[src/rtl/phy_pwr_seq_pkg.sv]
package phy_pwr_seq_pkg;

    typedef enum logic [2:0] {
        S_IDLE,
        S_RST,
        S_REFSEL,
        S_SETTLE,
        S_ON,
        S_TD_EN,
        S_TD_PAD,
        S_TD_PDN
    } seq_state_e;

    // Control word driven towards the PHY
    typedef struct packed {
        logic pdn;
        logic pad;
        logic lane;
        logic en;
        logic rst;
    } ctl_t;

    // Echo bit positions
    localparam int ECHO_W   = 3;
    localparam int ECHO_EN  = 0;
    localparam int ECHO_PAD = 1;
    localparam int ECHO_PDN = 2;

    function automatic logic seq_powering(seq_state_e s);
        return (s == S_RST) || (s == S_REFSEL) || (s == S_SETTLE) || (s == S_ON);
    endfunction

    function automatic logic [ECHO_W-1:0] echo_bit(int idx);
        logic [ECHO_W-1:0] v;
        v = '0;
        v[idx] = 1'b1;
        return v;
    endfunction

endpackage

[src/rtl/phy_pwr_seq_timer.sv]
module phy_pwr_seq_timer #(
    parameter int CNT_W = 8
) (
    input  logic             clk,
    input  logic             rst,
    input  logic             clr,
    input  logic [CNT_W-1:0] limit,
    output logic             done
);
    logic [CNT_W-1:0] cnt;

    always_ff @(posedge clk) begin
        if (rst || clr) begin
            cnt <= '0;
        end else if (cnt != '1) begin
            cnt <= cnt + 1'b1;
        end
    end

    assign done = (cnt == limit - 1'b1);

endmodule

[src/rtl/phy_pwr_seq_rbchk.sv]
module phy_pwr_seq_rbchk #(
    parameter int W = 3
) (
    input  logic         clk,
    input  logic         rst,
    input  logic         clr,
    input  logic [W-1:0] chk_mask,
    input  logic [W-1:0] chk_expect,
    input  logic [W-1:0] echo,
    output logic         err
);
    logic mismatch;

    assign mismatch = |((echo ^ chk_expect) & chk_mask);

    always_ff @(posedge clk) begin
        if (rst || clr) begin
            err <= 1'b0;
        end else if (mismatch) begin
            err <= 1'b1;
        end
    end

    // error flag is sticky until a start clears it
    p_err_sticky_r9: assert property (@(posedge clk) disable iff (rst)
        err && !clr |=> err);

    // one echo bit is checked per teardown step
    p_one_step_r9: assert property (@(posedge clk) disable iff (rst)
        $onehot0(chk_mask));

endmodule

[src/rtl/phy_pwr_seq.sv]
module phy_pwr_seq
    import phy_pwr_seq_pkg::*;
#(
    parameter int RESET_CYCLES  = 200,
    parameter int SETTLE_CYCLES = 3000
) (
    input  logic              clk,
    input  logic              rst,
    input  logic              start_req,
    input  logic              stop_req,
    input  logic              xtal_present,
    input  logic [ECHO_W-1:0] ctl_echo,
    output logic              phy_reset_o,
    output logic              ref_pad_sel_o,
    output logic              phy_en_o,
    output logic              lane_pwr_o,
    output logic              pwr_down_o,
    output logic              ready_o,
    output logic              idle_o,
    output logic              err_o
);
    localparam int MAX_CYC = (RESET_CYCLES > SETTLE_CYCLES) ? RESET_CYCLES : SETTLE_CYCLES;
    localparam int CNT_W   = $clog2(MAX_CYC + 1);

    seq_state_e        st;
    ctl_t              ctl;
    logic              rdy;
    logic              accept;
    logic              tmr_clr;
    logic              tmr_done;
    logic [CNT_W-1:0]  tmr_limit;
    logic [ECHO_W-1:0] chk_mask;
    logic [ECHO_W-1:0] chk_expect;

    assign accept    = (st == S_IDLE) && start_req && !stop_req;
    assign tmr_clr   = accept || (st == S_REFSEL);
    assign tmr_limit = (st == S_RST) ? CNT_W'(RESET_CYCLES) : CNT_W'(SETTLE_CYCLES);

    phy_pwr_seq_timer #(.CNT_W(CNT_W)) u_timer (
        .clk   (clk),
        .rst   (rst),
        .clr   (tmr_clr),
        .limit (tmr_limit),
        .done  (tmr_done)
    );

    always_ff @(posedge clk) begin
        if (rst) begin
            st  <= S_IDLE;
            ctl <= '0;
            rdy <= 1'b0;
        end else if (seq_powering(st) && stop_req) begin
            st       <= S_TD_EN;
            ctl.en   <= 1'b0;
            ctl.lane <= 1'b0;
            ctl.rst  <= 1'b0;
            rdy      <= 1'b0;
        end else begin
            unique case (st)
                S_IDLE: begin
                    if (accept) begin
                        st      <= S_RST;
                        ctl.rst <= 1'b1;
                        ctl.pdn <= 1'b0;
                    end
                end
                S_RST: begin
                    if (tmr_done) begin
                        ctl.rst <= 1'b0;
                        st      <= S_REFSEL;
                    end
                end
                S_REFSEL: begin
                    ctl.pad <= xtal_present;
                    st      <= S_SETTLE;
                end
                S_SETTLE: begin
                    if (tmr_done) begin
                        ctl.en   <= 1'b1;
                        ctl.lane <= 1'b1;
                        rdy      <= 1'b1;
                        st       <= S_ON;
                    end
                end
                S_ON: begin
                    st <= S_ON;
                end
                S_TD_EN: begin
                    ctl.pad <= 1'b0;
                    st      <= S_TD_PAD;
                end
                S_TD_PAD: begin
                    ctl.pdn <= 1'b1;
                    st      <= S_TD_PDN;
                end
                S_TD_PDN: begin
                    st <= S_IDLE;
                end
                default: st <= S_IDLE;
            endcase
        end
    end

    // Readback step selection during teardown
    always_comb begin
        chk_mask   = '0;
        chk_expect = '0;
        unique case (st)
            S_TD_EN:  chk_mask = echo_bit(ECHO_EN);
            S_TD_PAD: chk_mask = echo_bit(ECHO_PAD);
            S_TD_PDN: begin
                chk_mask   = echo_bit(ECHO_PDN);
                chk_expect = echo_bit(ECHO_PDN);
            end
            default: chk_mask = '0;
        endcase
    end

    phy_pwr_seq_rbchk #(.W(ECHO_W)) u_rbchk (
        .clk        (clk),
        .rst        (rst),
        .clr        (accept),
        .chk_mask   (chk_mask),
        .chk_expect (chk_expect),
        .echo       (ctl_echo),
        .err        (err_o)
    );

    assign phy_reset_o   = ctl.rst;
    assign ref_pad_sel_o = ctl.pad;
    assign phy_en_o      = ctl.en;
    assign lane_pwr_o    = ctl.lane;
    assign pwr_down_o    = ctl.pdn;
    assign ready_o       = rdy;
    assign idle_o        = (st == S_IDLE);

    // ready implies the PHY is enabled and its lane powered
    p_ready_needs_en_r4: assert property (@(posedge clk) disable iff (rst)
        ready_o |-> phy_en_o && lane_pwr_o);

    // reset pulse never overlaps enable or power-down
    p_reset_excl_en_r2: assert property (@(posedge clk) disable iff (rst)
        phy_reset_o |-> !phy_en_o && !pwr_down_o);

    // reference select is frozen while enabled
    p_pad_held_r3: assert property (@(posedge clk) disable iff (rst)
        phy_en_o |=> !phy_en_o || $stable(ref_pad_sel_o));

    // stop during power-up or powered state tears down at once
    p_stop_tears_r7: assert property (@(posedge clk) disable iff (rst)
        seq_powering(st) && stop_req |=> !phy_en_o && !ready_o && !phy_reset_o);

    // power-down only rises after enable and pad select are low
    p_pdn_after_pad_r8: assert property (@(posedge clk) disable iff (rst)
        $rose(pwr_down_o) |-> !ref_pad_sel_o && !phy_en_o);

    // a start pulse in the powered state changes nothing
    p_start_ignored_r6: assert property (@(posedge clk) disable iff (rst)
        ready_o && start_req && !stop_req |=> ready_o);

    // idle holds unless a start is accepted
    p_idle_quiet_r10: assert property (@(posedge clk) disable iff (rst)
        idle_o && !(start_req && !stop_req) |=> idle_o && !phy_en_o);

endmodule

[config.mk]
export PLATFORM = sky130hd
export DESIGN_NAME = phy_pwr_seq
export DESIGN_NICKNAME = d
export VERILOG_FILES = /design/src/rtl/phy_pwr_seq_pkg.sv /design/src/rtl/phy_pwr_seq_timer.sv /design/src/rtl/phy_pwr_seq_rbchk.sv /design/src/rtl/phy_pwr_seq.sv
export SDC_FILE = /design/constraint.sdc
export NUM_CORES = 1
export LEC_CHECK = 0
export ABC_AREA = 1
export BUFFER_PORTS_ARGS = -buffer_cell sky130_fd_sc_hd__clkbuf_2
export CAP_MARGIN = 20
export CORE_MARGIN = 8
export CORE_UTILIZATION = 35
export CTS_CLUSTER_DIAMETER = 60
export DETAILED_ROUTE_END_ITERATION = 8
export GPL_ROUTABILITY_DRIVEN = 0
export SLEW_MARGIN = 20
export SYNTH_ARGS = -nofsm -noshare
export SYNTH_HDL_FRONTEND = slang
export SYNTH_SLANG_ARGS = --single-unit
[constraint.sdc]
create_clock -name clk -period 1.7 [get_ports clk]
set_input_delay 0.085 -clock clk [delete_from_list [all_inputs] [get_ports clk]]
set_output_delay 0.085 -clock clk [all_outputs]
set_load 0.01 [all_outputs]
Word level (Yosys, flattened, before mapping)

Cells that the tools add are included.
W data, S select, Z words.

Output and inout port bits: 8
Word-level logic and storage cells: 64
Bits in registers: 20
Memories: 0
Bits in latches: 0
Memory bits (read-only): 0
Memory bits (writable): 0
Bits of input ports: 8

Shift operators: 0
Divide/modulo/power cells: 0
Multiplexer cells: 14
Reductions and logical operators: 22
Add/sub/neg operators: 2
Equality and inequality tests: 15
Magnitude comparators: 0
Bitwise gates (word level): 3
Multiply operators: 0

Operator list:

| cell                    | count |
|---|---|
| $pmux W3 S8             | 1 |
| $mux W3                 | 5 |
| $add A12 B1 Y12 const B | 1 |
| $eq A12 B12 Y1          | 1 |
| $eq A3 B3 Y1 const B    | 4 |
| $mux W12                | 1 |
| $ne A12 B12 Y1 const B  | 1 |
| $reduce_and A3 Y1       | 4 |
| $sub A12 B1 Y12 const B | 1 |
| $pmux W3 S3             | 1 |
| $eq A3 B2 Y1 const B    | 2 |
| $logic_or A1 B1 Y1      | 6 |
| $ne A3 B2 Y1 const B    | 2 |
| $pmux W1 S2             | 3 |
| $reduce_bool A2 Y1      | 3 |
| $ne A2 B2 Y1 const B    | 2 |
| $reduce_and A2 Y1       | 2 |
| $and A3 B3 Y3           | 1 |
| $eq A3 B1 Y1 const B    | 1 |
| $logic_and A1 B1 Y1     | 3 |
| $logic_not A3 Y1        | 1 |
| $mux W1                 | 3 |
| $ne A3 B1 Y1 const B    | 1 |
| $reduce_or A3 Y1        | 1 |
| 5 further kinds         | 5 |

Logic depth before layout (Yosys ltp)

Gate-level depths: netlist of the first run.

Word-level depth: 7
Gate-level depth with buffers: 11
Mapped depth without buffers: 11

By module

From an unflattened synthesis of the first run, not the netlist that was laid out.

Cell total of the unflattened synthesis: 270
Area total of the unflattened synthesis: 1645.3 um2

Modules (own cells, without submodules):

| module            | area an instance (um2) | cells each | seq. area each (um2) | instances |
|---|---|---|---|---|
| phy_pwr_seq_timer | 1038.5                 | 176        | 240.2                | 1 |
| phy_pwr_seq       | 501.7                  | 72         | 140.1                | 1 |
| phy_pwr_seq_rbchk | 105.1                  | 22         | 20.0                 | 1 |

Worst setup path after synthesis of the first run

No wires, ideal clock.

Path kind: reg2reg
Start point: reg u_timer.cnt[0]
End point: reg u_timer.cnt[4]
Data arrival time: 1.274 ns
Required time: 1.585 ns
Stages on the path, launching flop included: 11
Buffers on the path: 0
Period minus slack after synthesis: 1.389 ns
Path slack: 0.311 ns
Cell sequence: dfxtp_1 -> ha_1 -> nand2_1 -> inv_1 -> nand4_2 -> inv_2 -> nand2_4 -> nand2_2 -> inv_2 -> nand2_1 -> a21oi_2

Word-level cells in the longest chain between the ends: 1
Elaborated cells on any way between the ends: 2

Ends and longest elaborated chain:

| what                                                     | RTL line                                         | source |
|---|---|---|
| start: declaration                                       | phy_pwr_seq_timer.sv:10                          | `logic [CNT_W-1:0] cnt;` |
| start signal: assignment                                 | phy_pwr_seq_timer.sv:16                          | `cnt <= cnt + 1'b1;` |
| $add A12 B1 Y12 / $ne A12 B12 Y1 (equally long branches) | phy_pwr_seq_timer.sv:16, phy_pwr_seq_timer.sv:15 |  |

Parallel ways exist; a longest one is shown, timed or not.
A chain may end at the register's enable or synchronous reset.

Worst setup path in the final report of the first run

Start point: reg st[2]
End point: reg u_timer.cnt[5]

Word-level cells in the longest chain between the ends: 5
Elaborated cells on any way between the ends: 6

Ends and longest elaborated chain:

| what                              | RTL line                | source |
|---|---|---|
| start: declaration                | phy_pwr_seq.sv:25       | `seq_state_e st;` |
| start signal: assignment          | phy_pwr_seq.sv:49       | `st <= S_IDLE;` |
| start signal: assignment          | phy_pwr_seq.sv:53       | `st <= S_TD_EN;` |
| start signal: assignment          | phy_pwr_seq.sv:62       | `st <= S_RST;` |
| $logic_not A3 Y1                  | phy_pwr_seq.sv:35       | `assign accept = (st == S_IDLE) && start_req && !stop_req;` |
| $logic_and A1 B1 Y1 (2 in series) | phy_pwr_seq.sv:35       |  |
| $logic_or A1 B1 Y1 (*)            | phy_pwr_seq.sv:36       | `assign tmr_clr = accept \|\| (st == S_REFSEL);` |
| $logic_or A1 B1 Y1 (*)            | phy_pwr_seq_timer.sv:13 | `if (rst \|\| clr) begin` |

Mark *: on every way between the ends. The rest lies on a longest branch, timed or not.

==> results.ini, run 1 <==
[detailed_routing]
drt_wl_total_microns=2450
drc=0
via_count=1006
dr.pass1.iters=4
routedWlPerCell_microns=11.2
ant_nets=0
viasPerCell=4.61
drtIter0Drc=45

[job]
cap_viol_max_count=0

[grt]
antenna_found_initial=0
grt_overflow=0
grt_max_degree=13
grt_pass1_vias=984
groute.usage.overall=0.102
grt_pass1_wl_microns=4300

[die]
dieArea_sq_mm=0.00534
die_h_microns=73.1
io_pins=16
fp.coreArea_sq_mm=0.00308
std_cell_rows=20
initial_core_util=0.370
die_x_microns=73.1

[logic_synthesis]
synth_nets=165
syn_area_sq_mm=0.00114
yosysUniqueCellTypes=32
syn_inst=156
syn_area_per_cell_sq_um=7.31
seq_area_frac_synth=0.351
ys_ff_latch=20
yosys_warnings=0

[timing]
tightest_slew_ns=0.327
clock.fmax_ghz=0.675
setup_viol=0
period_needed_ns=1.48
slew_viol_final=0
fin_worst_skew_ns=0.00231
fin_crit_sh=0.871
finalHoldViolCount=0
fin_setup_tns_ns=0
slew_headroom=0.781
rsz0062_at_grt=false

[cts]
clock_tree.root_cell=clkbuf_4
cts_max_level=1
clk_latency_ns=0.30
cts_tree=built
postCtsSetupBuffers=0
clock_path_buffers=2
post_cts_resized=0
cts.reportedPaths.clkPinSlew_ns=0.12
cts_buffers=3
hold_buffers=0
cts_sinks=20

[worst_setup_path]
startpoint_type=flip-flop
crit_required_ns=1.91
max_stage_delay_ns=0.40
crit_type=flip-flop to flip-flop
crit_path_max_fanout=7
cp_data_arrival_time_ns=1.69
cp_cell_sequence=inv_2 > nand2_2 > inv_2 > nand2_4 > nor2_4 > nor2_4 > nand2_4 > inv_4 > o21ai_1 > inv_1
worstSetupEndpointType=flip-flop
crit_path_top_delay_cell=dfxtp_1

[power_and_ir_drop]
ir_worst_vdd_mv=0.662
p_per_area_mw_per_mm2=1230
leakage_uw=0.000599
finalPower_uw=1620

[layout]
layout-drive-gt1-share=0.293
diodes=0
design_area_sq_mm=0.00132
fillers=332
fin_nets=184
seqCellArea_sq_um=402
synthToLayoutAreaGrowth_pct=15.5
multiInputGateArea_sq_um=613

[outcome]
status=finished, final reports clean

[place]
dpl_cell_area_sq_mm=0.00126
dp_hpwl_microns=1990
portBuffers=15

[hold_path]
holdCritPathClass=primary input to flip-flop

[synth_stat cells]
| master | instances | area [sq um] |
|---|---|---|
| inv_2 | 5 | 18.8 |
| o21ai_2 | 2 | 17.5 |
| a21oi_1 | 5 | 25.0 |
| nand3_2 | 1 | 10.0 |
| nand3_1 | 9 | 45.0 |
| o21ai_0 | 4 | 20.0 |
| nor2_2 | 4 | 25.0 |
| ha_1 | 1 | 12.5 |
| nor4_1 | 1 | 6.26 |
| buf_4 | 2 | 15.0 |
| nor3_1 | 6 | 30.0 |
| nor2_1 | 15 | 56.3 |
| nand4_1 | 1 | 6.26 |
| a21oi_2 | 2 | 17.5 |
| nor3_2 | 1 | 10.0 |
| nand2_4 | 3 | 33.8 |
| o21ai_1 | 3 | 15.0 |
| a31oi_1 | 1 | 6.26 |
| inv_4 | 1 | 6.26 |
| xor2_1 | 4 | 35.0 |
| a311oi_1 | 1 | 8.76 |
| a221oi_2 | 1 | 15.0 |
| dfxtp_1 | 20 | 400 |
| nand2_2 | 5 | 31.3 |
| o221ai_1 | 1 | 8.76 |
| inv_1 | 23 | 86.3 |
| nand2_1 | 27 | 101 |
| nor2_4 | 3 | 33.8 |
| a211oi_2 | 1 | 12.5 |
| o21a_1 | 1 | 7.51 |
| a32o_1 | 1 | 10.0 |
| nand4_2 | 1 | 12.5 |
[cells in the final DEF (no fill, tap or decap), types with 2 or more instances in the layout]
master	synthesis	routed
nor2_2	4	4
inv_2	5	5
nor2_4	3	3
o21ai_1	3	4
a21oi_1	5	5
clkbuf_2	0	15
o21ai_2	2	2
clkbuf_4	0	3
nand2_2	5	5
xor2_1	4	4
dfxtp_1	20	19
nand2_4	3	3
nor3_1	6	6
inv_1	23	23
nand3_1	9	9
nand2_1	27	27
o21ai_0	4	3
a21oi_2	2	2
nor2_1	15	15
[logic make-up (layout without fill, tap and decap cells)]
| group | after synthesis | after routing | synth area share |
|---|---|---|---|
| and+or+nand+nor | 77 | 77 | 0.352 |
| buffers and inverters | 31 | 49 | 0.111 |
| adders and majority gates | 1 | 1 | 0.0110 |
| DFF | 20 | 20 | 0.351 |
| xor gates and xnor gates | 4 | 4 | 0.0307 |
| AOI/OAI and AO/OA | 23 | 23 | 0.144 |
[metrics by stage]
stage	cells	worst slack, ns	utilization	hold slack (ns)
floorplan	156	0.311	-	0.154
global placement	214	0.215	0.410	0.354
detailed placement	214	0.154	0.410	0.359
CTS	218	0.135	0.427	0.0213
global route	218	0.0597	0.428	0.0299
finish	218	0.219	0.428	0.0286
[registers in the layout, indices dropped and copies added (netlist names)]
name	flops
phy_reset_o	1
u_rbchk.err	1
ref_pad_sel_o	1
st	3
ready_o	1
u_timer.cnt	12
pwr_down_o	1
[final cells by class]
class | instances | share of cell area
inverter | 29 | 0.0846
clock buffer | 3 | 0.0171
timing repair buffer | 16 | 0.0627
multi-input combinational | 105 | 0.466
tap | 44 | 0.0418
sequential | 20 | 0.305
clock inverter | 1 | 0.0228
[where the power goes]
| group | switching [uW] | leakage [uW] | internal, uW |
|---|---|---|---|
| clock network | 150 | 0.0000279 | 238 |
| registers | 70.1 | 0.000163 | 535 |
| logic | 404 | 0.000409 | 220 |
[critical path: cells and delay by family, from the launching register on]
family	cells	cell delay, ns
AO/OA/AOI/OAI	1	0.12
AND/OR/NAND/NOR	5	0.49
flip-flops	1	0.40
buffers and inverters	4	0.36
[routing by layer]
layer  global-route usage  wire [microns]
met4               0.0400              23
met1                0.119            1130
met2                0.172            1220
met5                    0               0
met3               0.0247              73
[worst paths after layout]
path,start,endpoint,slack (ns),depth (start not counted)
setup reg to reg,st[2]$_SDFFE_PP0P_,u_timer.cnt[5]$_SDFFE_PP0P_,0.22,10
hold reg to reg,u_timer.cnt[0]$_SDFFE_PP0P_,u_timer.cnt[0]$_SDFFE_PP0P_,0.47,1
setup / recovery,st[2]$_SDFFE_PP0P_,u_timer.cnt[5]$_SDFFE_PP0P_,0.22,10
hold / removal,ctl_echo[0],u_rbchk.err$_SDFFE_PP0P_,0.03,3
Note: power is estimated with default switching activity, not from simulation.
==> inputs of run 2 (changes only) <==
--- a/config.mk
+++ b/config.mk
@@ -6,8 +6,9 @@
 export NUM_CORES = 1
 export LEC_CHECK = 0
 export ABC_AREA = 1
-export BUFFER_PORTS_ARGS = -buffer_cell sky130_fd_sc_hd__clkbuf_2
+export BUFFER_PORTS_ARGS = -buffer_cell sky130_fd_sc_hd__buf_2
 export CAP_MARGIN = 20
+export CORE_ASPECT_RATIO = 0.8
 export CORE_MARGIN = 8
 export CORE_UTILIZATION = 35
 export CTS_CLUSTER_DIAMETER = 60
==> run 2 against run 1 <==
Sequential cell count unchanged. Hold slack improved by 0.049 ns. Utilization decreased by 0.98 points. Wire length decreased by 2.2%. Largest cell class unchanged. Largest power group unchanged.
==> results.ini, run 2 (synthesis gave the netlist of run 1 again) <==
[die]
fp.coreArea_sq_mm=0.00311
io_pins=16
std_cell_rows=18
die_h_microns=67.0
die_x_microns=79.8
dieArea_sq_mm=0.00535
initial_core_util=0.367

[outcome]
status=finished, final reports clean

[cts]
post_cts_resized=0
cts_buffers=3
cts_max_level=1
hold_buffers=0
cts.reportedPaths.clkPinSlew_ns=0.07
clock_path_buffers=2
postCtsSetupBuffers=0
clock_tree.root_cell=clkbuf_8
cts_sinks=20
clk_latency_ns=0.26
cts_tree=built

[timing]
finalHoldViolCount=0
fin_worst_skew_ns=0.00190
clock.fmax_ghz=0.652
tightest_slew_ns=0.309
finalWorstSetupSlack_ns=0.167
fin_crit_sh=0.902
slew_headroom=0.793
fin_setup_tns_ns=0
slew_viol_final=0
rsz0062_at_grt=false
period_needed_ns=1.53
setup_viol=0

[hold_path]
holdCritPathClass=primary input to flip-flop

[worst_setup_path]
crit_required_ns=1.85
crit_path_max_fanout=8
worstSetupEndpointType=flip-flop
crit_type=flip-flop to flip-flop
cp_data_arrival_time_ns=1.69
startpoint_type=flip-flop

[detailed_routing]
ant_nets=0
viasPerCell=4.74
dr.pass1.iters=4
drc=0
drtIter0Drc=57
drt_wl_total_microns=2390
routedWlPerCell_microns=11.2
via_count=1010

[layout]
fin_nets=184
top_register=u_timer.cnt
final_common_cell=nand2_1
synthToLayoutAreaGrowth_pct=13.9
final_cell_mix=27 x nand2_1, 23 x inv_1, 20 x dfxtp_1
largest_register_ffs=12
diodes=0
fillers=338
reg.largest.list=u_timer.cnt: 12 flops, st: 3 flops
layout-drive-gt1-share=0.283

[place]
dp_slack_ns=0.174
dp_hpwl_microns=1940
portBuffers=15

[grt]
grt_max_degree=11
antenna_found_initial=0
grt_overflow=0
grt_pass1_wl_microns=4150
groute.usage.overall=0.0964
grt_pass1_vias=946

[power_and_ir_drop]
p_per_area_mw_per_mm2=1180
finalPower_uw=1540
leakage_uw=0.000597
ir_worst_vdd_mv=0.631

[job]
cap_viol_max_count=0

==> run 2: where the power goes <==
part           internal, uW  total (uW)  switching, uW
clock network           158         308            151
logic                   221         627            406
registers               533         602           68.7
total                   912        1540            625
==> run 2: final timing paths <==
path                            cells after the start  slack [ns]                          end                   startpoint
worst min register to register                      1        0.48      pwr_down_o$_SDFFE_PP0P_      pwr_down_o$_SDFFE_PP0P_
worst min-delay path                                2        0.08           st[2]$_SDFFE_PP0P_                          rst
worst max register to register                     10        0.17  u_timer.cnt[4]$_SDFFE_PP0P_  u_timer.cnt[0]$_SDFFE_PP0P_
worst max-delay path                               10        0.17  u_timer.cnt[4]$_SDFFE_PP0P_  u_timer.cnt[0]$_SDFFE_PP0P_
==> run 2: per-layer routing <==
layer  GRT usage  share of wire
met1       0.131           0.50
met5           0              0
met4      0.0339          0.013
met3      0.0309          0.068
met2       0.138           0.42
==> run 2: through the flow <==
step	hold WS (ns)	cell area [sq um]	std cells	utilization
CTS	0.0714	1300	213	0.418
floorplan	0.154	1140	156	-
global placement	0.358	1260	210	0.405
detailed placement	0.345	1260	210	0.405
global route	0.0840	1300	213	0.418
finish	0.0774	1300	213	0.418
==> run 2: critical path, cell delays in order, from the launching register on <==
cell     delay (ns)
dfxtp_1        0.41
ha_1           0.20
nand2_1        0.07
inv_1          0.11
nand4_2        0.15
inv_2          0.13
nand2_4        0.10
nand2_2        0.10
inv_2          0.04
nand2_1        0.06
a21oi_2        0.05
==> run 2: area by class of cell <==
| class | count | area (sq um) | share of cell area |
|---|---|---|---|
| clock buffer | 3 | 41.3 | 0.0318 |
| inverter | 29 | 111 | 0.0857 |
| multi-input combinational | 105 | 613 | 0.472 |
| sequential | 20 | 400 | 0.308 |
| tap | 40 | 50.0 | 0.0385 |
| timing repair buffer | 16 | 82.6 | 0.0636 |
